### src/rtl/tsel_pkg.sv
package tsel_pkg;

  typedef enum logic [1:0] {
    SRC_STEP = 2'b00,
    SRC_OSC  = 2'b01,
    SRC_EXT  = 2'b10
  } src_e;

  // Control word: bit3 step, bit2 falling edge, bit1 external, bit0 oscillator
  typedef struct packed {
    logic step;
    logic ext_fall;
    logic use_ext;
    logic use_osc;
  } ctrl_t;

  localparam int unsigned CTRL_W = $bits(ctrl_t);

endpackage

### src/rtl/tsel_edge_sync.sv
module tsel_edge_sync #(
  parameter int unsigned STAGES = 2
) (
  input  logic clk_i,
  input  logic rst_ni,
  input  logic async_i,
  input  logic fall_i,
  output logic edge_o
);

  logic [STAGES-1:0] sync_q, sync_n;
  logic              last_q, last_n;

  always_comb begin
    sync_n = {sync_q[STAGES-2:0], async_i};
    last_n = sync_q[STAGES-1];
  end

  always_ff @(posedge clk_i or negedge rst_ni) begin
    if (!rst_ni) begin
      sync_q <= '0;
      last_q <= 1'b0;
    end else begin
      sync_q <= sync_n;
      last_q <= last_n;
    end
  end

  assign edge_o = fall_i ? (~sync_q[STAGES-1] &  last_q)
                         : ( sync_q[STAGES-1] & ~last_q);

endmodule

### src/rtl/tsel_prescaler.sv
module tsel_prescaler #(
  parameter int unsigned CNT_W = 2
) (
  input  logic       clk_i,
  input  logic       rst_ni,
  input  logic       edge_i,
  input  logic       clr_i,
  input  logic [1:0] ratio_i,
  output logic       tick_o
);

  logic [CNT_W-1:0] cnt_q, cnt_n;
  logic             hit;

  always_comb begin
    cnt_n = cnt_q;
    if (clr_i)       cnt_n = '0;
    else if (edge_i) cnt_n = cnt_q + 1'b1;
  end

  always_comb begin
    unique case (ratio_i)
      2'b00:   hit = 1'b1;
      2'b01:   hit = cnt_q[0];
      default: hit = &cnt_q[1:0];
    endcase
  end

  always_ff @(posedge clk_i or negedge rst_ni) begin
    if (!rst_ni) cnt_q <= '0;
    else         cnt_q <= cnt_n;
  end

  assign tick_o = edge_i & ~clr_i & hit;

endmodule

### src/rtl/tsel_activity_mon.sv
module tsel_activity_mon #(
  parameter int unsigned IDLE_LIMIT = 16,
  parameter int unsigned REVIVE     = 4
) (
  input  logic clk_i,
  input  logic rst_ni,
  input  logic edge_i,
  output logic alive_o
);

  localparam int unsigned IW = $clog2(IDLE_LIMIT + 1);
  localparam int unsigned RW = $clog2(REVIVE + 1);

  logic [IW-1:0] idle_q, idle_n;
  logic [RW-1:0] run_q, run_n;
  logic          alive_q, alive_n;
  logic          timeout;

  always_comb begin
    idle_n  = idle_q;
    run_n   = run_q;
    alive_n = alive_q;
    timeout = ~edge_i & (idle_q == IW'(IDLE_LIMIT - 1));

    if (edge_i)                          idle_n = '0;
    else if (idle_q != IW'(IDLE_LIMIT))  idle_n = idle_q + 1'b1;

    if (alive_q) begin
      run_n = '0;
      if (timeout) alive_n = 1'b0;
    end else if (edge_i) begin
      if (run_q == RW'(REVIVE - 1)) begin
        alive_n = 1'b1;
        run_n   = '0;
      end else begin
        run_n = run_q + 1'b1;
      end
    end else if (timeout) begin
      run_n = '0;
    end
  end

  always_ff @(posedge clk_i or negedge rst_ni) begin
    if (!rst_ni) begin
      idle_q  <= '0;
      run_q   <= '0;
      alive_q <= 1'b0;
    end else begin
      idle_q  <= idle_n;
      run_q   <= run_n;
      alive_q <= alive_n;
    end
  end

  assign alive_o = alive_q;

endmodule

### src/rtl/tick_source_sel.sv
module tick_source_sel
  import tsel_pkg::*;
#(
  parameter int unsigned IDLE_LIMIT  = 16,
  parameter int unsigned REVIVE      = 4,
  parameter int unsigned SYNC_STAGES = 2
) (
  input  logic              clk_i,
  input  logic              rst_ni,
  input  logic              ctrl_we_i,
  input  logic [CTRL_W-1:0] ctrl_wdata_i,
  output logic [CTRL_W-1:0] ctrl_rdata_o,
  input  logic              ext_clk_i,
  input  logic              osc_clk_i,
  input  logic [1:0]        psc_ratio_i,
  input  logic              bx_i,
  input  logic              bx_clr_en_i,
  output logic              tick_o,
  output logic [1:0]        src_o,
  output logic              ext_ok_o
);

  ctrl_t ctrl_q, ctrl_n;
  src_e  src_q, src_n;
  logic  tick_q, tick_n;

  logic ext_edge, osc_edge, bx_edge;
  logic ext_tick, ext_alive, step_hit;

  tsel_edge_sync #(.STAGES(SYNC_STAGES)) u_ext_sync (
    .clk_i (clk_i), .rst_ni (rst_ni), .async_i (ext_clk_i),
    .fall_i (ctrl_q.ext_fall), .edge_o (ext_edge)
  );

  tsel_edge_sync #(.STAGES(SYNC_STAGES)) u_osc_sync (
    .clk_i (clk_i), .rst_ni (rst_ni), .async_i (osc_clk_i),
    .fall_i (1'b0), .edge_o (osc_edge)
  );

  tsel_edge_sync #(.STAGES(SYNC_STAGES)) u_bx_sync (
    .clk_i (clk_i), .rst_ni (rst_ni), .async_i (bx_i),
    .fall_i (1'b0), .edge_o (bx_edge)
  );

  tsel_prescaler #(.CNT_W(2)) u_psc (
    .clk_i (clk_i), .rst_ni (rst_ni), .edge_i (ext_edge),
    .clr_i (bx_edge & bx_clr_en_i), .ratio_i (psc_ratio_i),
    .tick_o (ext_tick)
  );

  tsel_activity_mon #(.IDLE_LIMIT(IDLE_LIMIT), .REVIVE(REVIVE)) u_mon (
    .clk_i (clk_i), .rst_ni (rst_ni), .edge_i (ext_edge),
    .alive_o (ext_alive)
  );

  // Step fires on a write that raises the step bit
  assign step_hit = ctrl_we_i & ctrl_wdata_i[CTRL_W-1] & ~ctrl_q.step;

  always_comb begin
    ctrl_n = ctrl_q;
    if (ctrl_we_i) ctrl_n = ctrl_t'(ctrl_wdata_i);
  end

  always_comb begin
    unique case ({ctrl_q.use_ext, ctrl_q.use_osc})
      2'b00:   src_n = SRC_STEP;
      2'b01:   src_n = SRC_OSC;
      2'b10:   src_n = SRC_EXT;
      default: src_n = ext_alive ? SRC_EXT : SRC_OSC;
    endcase
  end

  always_comb begin
    unique case (src_n)
      SRC_STEP: tick_n = step_hit;
      SRC_OSC:  tick_n = osc_edge;
      SRC_EXT:  tick_n = ext_tick;
      default:  tick_n = 1'b0;
    endcase
  end

  always_ff @(posedge clk_i or negedge rst_ni) begin
    if (!rst_ni) begin
      ctrl_q <= '0;
      src_q  <= SRC_STEP;
      tick_q <= 1'b0;
    end else begin
      ctrl_q <= ctrl_n;
      src_q  <= src_n;
      tick_q <= tick_n;
    end
  end

  assign ctrl_rdata_o = ctrl_q;
  assign src_o        = src_q;
  assign tick_o       = tick_q;
  assign ext_ok_o     = ext_alive;

endmodule

### config.mk
export PLATFORM = sky130hd
export DESIGN_NAME = tick_source_sel
export DESIGN_NICKNAME = d
export VERILOG_FILES = /design/src/rtl/tsel_pkg.sv /design/src/rtl/tsel_edge_sync.sv /design/src/rtl/tsel_prescaler.sv /design/src/rtl/tsel_activity_mon.sv /design/src/rtl/tick_source_sel.sv
export SDC_FILE = /design/constraint.sdc
export NUM_CORES = 1
export LEC_CHECK = 0
export ABC_AREA = 1
export BUFFER_PORTS_ARGS = -buffer_cell sky130_fd_sc_hd__buf_4
export CORE_UTILIZATION = 50
export DETAILED_ROUTE_END_ITERATION = 8
export GPL_ROUTABILITY_DRIVEN = 0
export HOLD_SLACK_MARGIN = 0.03
export PLACE_DENSITY = 0.74
export SYNTH_ARGS = -nofsm -noshare
export SYNTH_HDL_FRONTEND = slang
export SYNTH_SLANG_ARGS = --single-unit
### constraint.sdc
create_clock -name clk_i -period 1.7 [get_ports clk_i]
set_input_delay 0.17 -clock clk_i [delete_from_list [all_inputs] [get_ports clk_i]]
set_output_delay 0.17 -clock clk_i [all_outputs]
set_load 0.01 [all_outputs]
==> results.json, run 1 <==
{
  "grt_pass1_vias": 889,
  "grt_remaining_overflow": 0,
  "global_route_wire_length_before_repair_um": 3470,
  "antenna_cells_inserted": 0,
  "timing.max_slew.rel_slack_pct": 77.9,
  "synthCells": 124,
  "worstHoldStart": "ctrl_wdata_i[2]",
  "cts_htree_levels": 1,
  "final_period_minus_worst_setup_slack_ps": 1470,
  "clk_pin_slew_worst_paths_ps": 130,
  "start_util_pct": 53.4,
  "post-route-drc-count": 0,
  "fp-row-count": 17,
  "fin_setup_tns_ps": 0,
  "grt_max_degree": 28,
  "nets": 169,
  "cpMostUsedCell": "sky130_fd_sc_hd__ha_1",
  "achievable-frequency_mhz": 681,
  "p_leak_nw": 0.730,
  "setup_viol": 0,
  "cts_tree": "done",
  "clock_skew_ps": 5.82,
  "synthesis.yosys.warnings": 0,
  "critical-path-slowest-cell": "sky130_fd_sc_hd__dfrtp_1",
  "die-area_um2": 2580,
  "yosys.cell_types.count": 20,
  "setup.worst_path.class": "flop to flop",
  "irDropWorstVdd_mv": 0.787,
  "cts_num_sinks": 27,
  "path_cells": "ha_1 > inv_1 > nor3_1 > ha_1 > nor2_1 > nand3_1 > a21oi_2",
  "grtUsageTotal_pct": 17.9,
  "layout_worst_path_cycle_share_pct": 86.3,
  "critPathArrivalTime_ps": 1720,
  "vias_per_cell": 4.89,
  "power_per_cell_area_nw_per_um2": 1110,
  "layout.cells.most_common_list": "sky130_fd_sc_hd__dfrtp_1, sky130_fd_sc_hd__nand2_1, sky130_fd_sc_hd__buf_4",
  "cts_buffers": 3,
  "drt-initial-drc-count": 8,
  "reg2reg_slack_ps": 230,
  "count_of_boundary_i_o_pins": 21,
  "finalHoldViolations": 0,
  "area_growth_syn_to_layout_pct": 19.3,
  "synth-seq-area-share_pct": 56.7,
  "worstPathMaxFanout": 5,
  "fillerInstances": 170,
  "reg2regPathDepth": 7,
  "post-cts-setup-buffers": 0,
  "setup.worst_path.end_class": "flop",
  "post_detailed_route_wirelength_per_cell_um": 11.1,
  "status": "completed",
  "layout_commonest_cell": "sky130_fd_sc_hd__dfrtp_1",
  "routed_wirelength_um": 1970,
  "number_of_instances_on_the_worst_hold_path": 3,
  "fp.dieH_um": 50.8,
  "synth_area_per_cell_um2": 9.62,
  "rsz_0062_raised_after_global_routing": "no",
  "timing.critical_path.slowest_cell_delay_ps": 450,
  "maxCapViolCount": 0,
  "antenna_violations_before_repair": 0,
  "final_critical_path_setup_slack_ps": 232,
  "detailedPlace.worstSlack_ps": 267,
  "dp.final_hpwl_um": 1440,
  "clock_insertion_delay_worst_skew_ps": 310,
  "drt_pass1_iterations": 4,
  "synthesis.nets": 142,
  "synth-seq-cells": 27,
  "crit_start": "u_mon.idle_q[0]",
  "finalMaxSlewViolations": 0,
  "drt.antenna.violating_nets": 0,
  "holdPathEnd": "ctrl_rdata_o[2]",
  "drive_gt1_share_pct": 22.7,
  "portBuffers": 20,
  "clock_root_buffer_master": "sky130_fd_sc_hd__clkbuf_4",
  "dr_total_vias": 871,
  "r2r-end": "u_mon.run_q[2]",
  "worst_r2r_startpoint": "u_mon.idle_q[0]",
  "required_ps": 1950,
  "max_slew.worst_pin.slew_ps": 332,
  "fp.coreArea_um2": 2230,
  "syn_area_um2": 1190,
  "hold_path_class": "input port to flop",
  "ctsLongestPathBuffers": 2,
  "start_kind": "flop",
  "die_w_um": 50.8
}
-- layer usage --
layer,track usage (%),part of all wire [%],wire length (um),up-vias
met1,21.8,46,909,406
li1,-,-,-,447
met2,33.3,50,993,16
met3,1.79,2.8,56,2
met5,0,0,0,-
met4,5.56,0.46,9,0
-- kinds of logic after synthesis --
kind of cell / after synthesis / share of synthesized area (%)
AO/OA/AOI/OAI: 12 / 5.67
buffers and inverters: 21 / 7.87
flip-flops: 27 / 56.7
AND/OR/NAND/NOR: 59 / 24.6
adder cells (fa/ha/maj): 5 / 5.25
-- through the flow --
stage	instances	total power [W]	utilization, %	hold slack, ps	area (um2)
floorplan	124	0.00118	-	-126	1190
global placement	170	0.00129	60.7	95.8	1360
detailed placement	170	0.00132	60.7	96.8	1360
CTS	178	0.00159	63.7	52.9	1420
global route	178	0.00170	63.7	70.8	1420
finish	178	0.00158	63.7	63.5	1420
-- flip-flops by register name (all words and copies together), names as in the netlist, 2 cells and up --
register / count
ctrl_rdata_o: 4
src_o: 2
u_bx_sync.sync_q: 2
u_ext_sync.sync_q: 2
u_mon.idle_q: 5
u_mon.run_q: 3
u_osc_sync.sync_q: 2
u_psc.cnt_q: 2
-- area by class of cell --
cell class	instances	area [um2]	share of cell area, %
inverters	19	71.3	5.01
repair buffers	24	190	13.4
clock buffers	3	22.5	1.58
multi-input cells	76	423	29.7
well taps	28	35.0	2.46
clock inverters	1	5.00	0.352
flip-flops and latches	27	676	47.5
-- how the worst max path moves through the flow --
stage / endpoint / slack, ps / depth (start not counted)
6_report: u_mon.run_q[2] / 230 / 7
5_1_grt: u_mon.run_q[2] / 120 / 7
4_1_cts: u_mon.run_q[2] / 240 / 7
3_5_place_dp: u_mon.run_q[2] / 270 / 7
3_3_place_gp: u_mon.run_q[2] / 320 / 7
2_1_floorplan: u_mon.run_q[2] / 370 / 7
-- worst max-delay path: cells and delay by family (launching register included) --
| kind | cells | cell delay (ps) |
|---|---|---|
| flip-flops | 1 | 450 |
| AO/OA/AOI/OAI | 1 | 130 |
| AND/OR/NAND/NOR | 3 | 330 |
| adder cells (fa/ha/maj) | 2 | 420 |
| buffers and inverters | 1 | 70 |
-- where the power goes --
part	switching, W	leakage [nW]	total (W)	internal (W)
Clock	0.000171	0.0177	0.000259	0.0000879
Sequential	0.000119	0.335	0.000881	0.000762
Combinational	0.000246	0.377	0.000437	0.000192
Total	0.000535	0.730	0.00158	0.00104
-- repair_timing --
action                                 CTS  global route
hold buffers                             4             0
resized for setup                        0             0
endpoints found under the hold margin   30             0
-- cells in the mapped netlist (all sizes together) --
| library cell | number | area (um2) |
|---|---|---|
| nor3 | 1 | 5.00 |
| dfrtp | 27 | 676 |
| nand3 | 10 | 75.1 |
| o21ai | 7 | 38.8 |
| nor3b | 1 | 7.51 |
| a21oi | 5 | 28.8 |
| nand4 | 5 | 31.3 |
| nor2 | 16 | 60.1 |
| nand2 | 25 | 106 |
| ha | 5 | 62.6 |
| buf | 2 | 22.5 |
| nand3b | 1 | 7.51 |
| inv | 19 | 71.3 |
(Power assumes the default switching activity.)
==> run 2: changes to the inputs <==
--- a/config.mk
+++ b/config.mk
@@ -9,3 +9,5 @@
 export BUFFER_PORTS_ARGS = -buffer_cell sky130_fd_sc_hd__buf_4
-export CORE_UTILIZATION = 50
+export CELL_PAD_IN_SITES_DETAIL_PLACEMENT = 2
+export CELL_PAD_IN_SITES_GLOBAL_PLACEMENT = 2
+export CORE_UTILIZATION = 33
 export DETAILED_ROUTE_END_ITERATION = 8
@@ -13,3 +15,3 @@
 export HOLD_SLACK_MARGIN = 0.03
-export PLACE_DENSITY = 0.74
+export PLACE_DENSITY = 0.77
 export SYNTH_ARGS = -nofsm -noshare
--- a/constraint.sdc
+++ b/constraint.sdc
@@ -3,2 +3,2 @@
 set_output_delay 0.17 -clock clk_i [all_outputs]
-set_load 0.01 [all_outputs]
+set_load 0.005 [all_outputs]
==> results.json, run 2 (synthesis gave the netlist of run 1 again) <==
{
  "drt-initial-drc-count": 18,
  "irDropWorstVdd_mv": 0.483,
  "layout_worst_path_cycle_share_pct": 88.7,
  "drive_gt1_share_pct": 22.7,
  "fin_setup_tns_ps": 0,
  "ctsLongestPathBuffers": 2,
  "dr_total_vias": 915,
  "setup.worst_path.class": "flop to flop",
  "cts_buffers": 3,
  "p_leak_nw": 0.726,
  "clk_pin_slew_worst_paths_ps": 150,
  "die-area_um2": 3860,
  "path_cells": "ha_1 > inv_1 > nor3_1 > ha_1 > nor2_1 > nand3_1 > a21oi_2",
  "worstPathMaxFanout": 5,
  "cts_htree_levels": 1,
  "cts_num_sinks": 27,
  "timing.critical_path.slowest_cell_delay_ps": 470,
  "grt_pass1_vias": 1112,
  "crit_buf_inv": 1,
  "power_per_cell_area_nw_per_um2": 1120,
  "drt_pass1_iterations": 2,
  "grtUsageTotal_pct": 16.0,
  "rsz_0062_raised_after_global_routing": "no",
  "combinationalPowerShare_pct": 27.5,
  "largest_register": "u_mon.idle_q",
  "start_kind": "flop",
  "switching_share_pct": 35.3,
  "clock_skew_ps": 9.80,
  "die_w_um": 62.1,
  "layout.cells.most_common_list": "sky130_fd_sc_hd__dfrtp_1, sky130_fd_sc_hd__nand2_1, sky130_fd_sc_hd__buf_4",
  "post-route-util_pct": 42.7,
  "achievable-frequency_mhz": 663,
  "cpLargestDelayFamily": "flip-flops",
  "detailedPlace.worstSlack_ps": 222,
  "timing.max_slew.rel_slack_pct": 76.7,
  "antenna_violations_before_repair": 0,
  "dp.final_hpwl_um": 1970,
  "required_ps": 1960,
  "cts_tree": "done",
  "reg2regPathDepth": 7,
  "start_util_pct": 35.2,
  "antenna_cells_inserted": 0,
  "max_slew.worst_pin.slew_ps": 350,
  "layout_commonest_cell": "sky130_fd_sc_hd__dfrtp_1",
  "cpMostUsedCell": "sky130_fd_sc_hd__ha_1",
  "p_switching_w": 0.000569,
  "post_detailed_route_wirelength_per_cell_um": 13.5,
  "setup_viol": 0,
  "setup.worst_path.end_class": "flop",
  "maxCapViolCount": 0,
  "fp.coreArea_um2": 3390,
  "drt.antenna.violating_nets": 0,
  "grt_remaining_overflow": 0,
  "power_report.internal_total_w": 0.00105,
  "count_of_boundary_i_o_pins": 21,
  "global_route_wire_length_before_repair_um": 5010,
  "post-route-drc-count": 0,
  "fp-row-count": 21,
  "timing.critical_path.depth": 7,
  "critical-path-slowest-cell": "sky130_fd_sc_hd__dfrtp_1",
  "grt_max_degree": 28,
  "critPathArrivalTime_ps": 1770,
  "vias_per_cell": 4.67,
  "nets": 169,
  "clockPowerShare_pct": 17.6,
  "area_growth_syn_to_layout_pct": 21.4,
  "number_of_instances_on_the_worst_hold_path": 3,
  "clock_root_buffer_master": "sky130_fd_sc_hd__clkbuf_4",
  "hold_path_class": "input port to flop",
  "final_period_minus_worst_setup_slack_ps": 1510,
  "max_ffs_per_register": 5,
  "portBuffers": 20,
  "clock_insertion_delay_worst_skew_ps": 330,
  "finalMaxSlewViolations": 0,
  "finalHoldViolations": 0,
  "power_frac_seq_pct": 54.9,
  "status": "completed",
  "fp.dieH_um": 62.1,
  "routed_wirelength_um": 2660,
  "post_cts_resize_count": 0,
  "final_critical_path_setup_slack_ps": 192
}
[run 2: cell types whose count changed in the layout (fill, tap and decap cells not counted), sizes merged]
cell / before / now
clkinvlp: 0 / 1
clkinv: 1 / 0
[run 2: what timing repair did]
item                      CTS  global route
setup buffers               0             0
hold endpoints to repair   30             0
hold buffers                4             0
[run 2: metrics by stage]
| step | std cells | instance area [um2] | power, W | hold WS, ps |
|---|---|---|---|---|
| finish | 196 | 1450 | 0.00161 | 54.0 |
| floorplan | 124 | 1190 | 0.00117 | -126 |
| detailed placement | 188 | 1380 | 0.00135 | 108 |
| global placement | 188 | 1380 | 0.00130 | 107 |
| global route | 196 | 1450 | 0.00176 | 56.9 |
| CTS | 196 | 1450 | 0.00164 | 44.9 |
[run 2: cell type report]
type / count / area, um2
repair buffers: 24 / 190
flip-flops and latches: 27 / 676
clock inverters: 1 / 7.51
well taps: 46 / 57.6
clock buffers: 3 / 22.5
multi-input cells: 76 / 423
fillers: 369 / 1940
inverters: 19 / 71.3
[run 2: worst paths after layout]
check | from | slack (ps) | to
hold reg to reg | u_osc_sync.sync_q[0] | 380 | u_osc_sync.sync_q[1]
max in group asynchronous | rst_ni | 1160 | ctrl_rdata_o[1]
min in group asynchronous | rst_ni | 280 | u_mon.idle_q[3]
hold / removal | ctrl_wdata_i[2] | 50 | ctrl_rdata_o[2]
setup reg to reg | u_mon.idle_q[1] | 190 | u_mon.run_q[2]
setup / recovery | u_mon.idle_q[1] | 190 | u_mon.run_q[2]
[run 2: per-layer routing]
layer  vias to the layer above  GRT usage [%]  wire (um)
met4                         0           3.49         16
li1                        444              -          -
met1                       454           17.8       1120
met3                         2           1.65         50
met2                        15           32.3       1460
met5                         -              0          0
[run 2: power groups by stage]
| stage | Sequential [W] | Combinational [W] | Clock, W |
|---|---|---|---|
| 2_1_floorplan | 0.000865 | 0.000307 | 0 |
| 3_3_place_gp | 0.000884 | 0.000413 | 0 |
| 3_5_place_dp | 0.000901 | 0.000447 | 0 |
| 4_1_cts | 0.000889 | 0.000456 | 0.000297 |
| 5_1_grt | 0.000908 | 0.000527 | 0.000329 |
| 6_report | 0.000886 | 0.000445 | 0.000284 |
[run 2: worst reg2reg max path: stages, from the launching register on]
cell                      delay (ps)
sky130_fd_sc_hd__dfrtp_1         470
sky130_fd_sc_hd__ha_1            220
sky130_fd_sc_hd__inv_1            70
sky130_fd_sc_hd__nor3_1           60
sky130_fd_sc_hd__ha_1            190
sky130_fd_sc_hd__nor2_1          170
sky130_fd_sc_hd__nand3_1         120
sky130_fd_sc_hd__a21oi_2         150
==> run 3: changes to the inputs <==
- clock period: 1.7 -> 1.5 ns (I/O delays scaled with it)
==> results.json, run 3 (synthesis gave the netlist of run 1 again) <==
{
  "critical-path-slowest-cell": "sky130_fd_sc_hd__dfrtp_1",
  "antenna_cells_inserted": 0,
  "layout.cells.most_common_list": "sky130_fd_sc_hd__dfrtp_1, sky130_fd_sc_hd__nand2_1, sky130_fd_sc_hd__buf_4",
  "timing.max_slew.rel_slack_pct": 76.4,
  "clock_insertion_delay_worst_skew_ps": 320,
  "fp-row-count": 21,
  "p_leak_nw": 0.748,
  "vias_per_cell": 4.67,
  "routed_wirelength_um": 2770,
  "count_of_boundary_i_o_pins": 21,
  "die_w_um": 62.1,
  "clk_pin_slew_worst_paths_ps": 150,
  "drive_gt1_share_pct": 26.8,
  "drt-initial-drc-count": 24,
  "path_cells": "ha_1 > inv_2 > nor3_2 > ha_2 > nor2_4 > nand3_2 > a21oi_2",
  "status": "completed",
  "power_per_cell_area_nw_per_um2": 1260,
  "area_growth_syn_to_layout_pct": 25.2,
  "finalMaxSlewViolations": 0,
  "timing.critical_path.slowest_cell_delay_ps": 420,
  "max_slew.worst_pin.slew_ps": 354,
  "setup.worst_path.class": "flop to flop",
  "grt_max_degree": 28,
  "final_period_minus_worst_setup_slack_ps": 1390,
  "cts_htree_levels": 1,
  "layout_commonest_cell": "sky130_fd_sc_hd__dfrtp_1",
  "fin_setup_tns_ps": 0,
  "fp.dieH_um": 62.1,
  "irDropWorstVdd_mv": 0.529,
  "multi_input_area_um2": 443,
  "max_ffs_per_register": 5,
  "ff_latch_area_um2": 676,
  "hold_ws_ps": 30.6,
  "hold_path_class": "input port to flop",
  "fp.coreArea_um2": 3390,
  "post_detailed_placement_cell_area_um2": 1380,
  "nets": 172,
  "global_route_wire_length_before_repair_um": 4970,
  "rsz_0062_raised_after_global_routing": "no",
  "start_kind": "flop",
  "grt_pass1_vias": 1085,
  "worstPathMaxFanout": 3,
  "cts_num_sinks": 27,
  "clock_root_buffer_master": "sky130_fd_sc_hd__clkbuf_4",
  "critPathArrivalTime_ps": 1650,
  "start_util_pct": 35.2,
  "dp.final_hpwl_um": 2020,
  "drt.antenna.violating_nets": 0,
  "fillerInstances": 374,
  "grt_remaining_overflow": 0,
  "drt_pass1_iterations": 2,
  "dr_total_vias": 930,
  "grtUsageTotal_pct": 16.4,
  "layout_worst_path_cycle_share_pct": 92.5,
  "cts_tree": "done",
  "post_detailed_route_wirelength_per_cell_um": 13.9,
  "stdcell_area_um2": 1490,
  "post-route-drc-count": 0,
  "setup_viol": 0,
  "clock_skew_ps": 2.79,
  "ctsLongestPathBuffers": 2,
  "portBuffers": 20,
  "maxCapViolCount": 0,
  "required_ps": 1760,
  "largest_register": "u_mon.idle_q",
  "achievable-frequency_mhz": 721,
  "antenna_violations_before_repair": 0,
  "finalHoldViolations": 0,
  "die-area_um2": 3860,
  "cts_buffers": 3,
  "setup.worst_path.end_class": "flop"
}
-- run 3: cell type report --
type                            count  share of cell area, %
Sequential cell                    27                   45.3
Inverter                           19                   4.78
Clock buffer                        3                   1.51
Multi-Input combinational cell     76                   29.7
Timing Repair Buffer               27                   14.4
Tap cell                           46                   3.86
Clock inverter                      1                  0.503
-- run 3: final timing paths --
check,startpoint,endpoint,slack (ps),cells after the start
worst max-delay path,u_mon.idle_q[0],u_mon.run_q[2],110,7
worst min-delay path,ctrl_wdata_i[2],ctrl_rdata_o[2],30,3
worst max register to register,u_mon.idle_q[0],u_mon.run_q[2],110,7
worst min register to register,u_ext_sync.sync_q[0],u_ext_sync.sync_q[1],380,0
max in group asynchronous,rst_ni,u_osc_sync.last_q,970,2
min in group asynchronous,rst_ni,u_mon.idle_q[0],270,2
-- run 3: power breakdown --
part	total, W	switching, W	internal [W]
Sequential	0.000988	0.000124	0.000864
Clock	0.000321	0.000220	0.000102
Combinational	0.000574	0.000320	0.000254
-- run 3: worst max-delay path: cells and delay by family, from the launching register on --
kind | cells | cell delay, ps
AND/OR/NAND/NOR | 3 | 270
AO/OA/AOI/OAI | 1 | 140
adder cells (fa/ha/maj) | 2 | 430
flip-flops | 1 | 420
buffers and inverters | 1 | 70
-- run 3: repair_timing --
item / in CTS / in global routing
pin swaps: 0 / 2
hold buffers: 5 / 0
buffers inserted: 2 / 0
gates cloned: 0 / 0
endpoints found under the hold margin: 31 / 0
endpoints found under the setup margin: 1 / 3
resized for setup: 0 / 6
-- run 3: through the flow --
stage          instances  worst slack [ps]  total power (W)  util, %
6_report             199               113          0.00188     44.0
5_1_grt              199              16.7          0.00206     44.0
4_1_cts              199              13.9          0.00190     43.4
3_5_place_dp         188              11.6          0.00153     40.6
3_3_place_gp         188              86.4          0.00147     40.6
2_1_floorplan        124               166          0.00133        -
-- run 3: routing by layer --
| layer | track usage [%] | vias to the layer above | wire [um] |
|---|---|---|---|
| met2 | 31.3 | 15 | 1530 |
| met4 | 5.52 | 0 | 42 |
| met3 | 1.84 | 4 | 69 |
| li1 | - | 451 | - |
| met1 | 18.8 | 460 | 1130 |
| met5 | 0 | - | 0 |
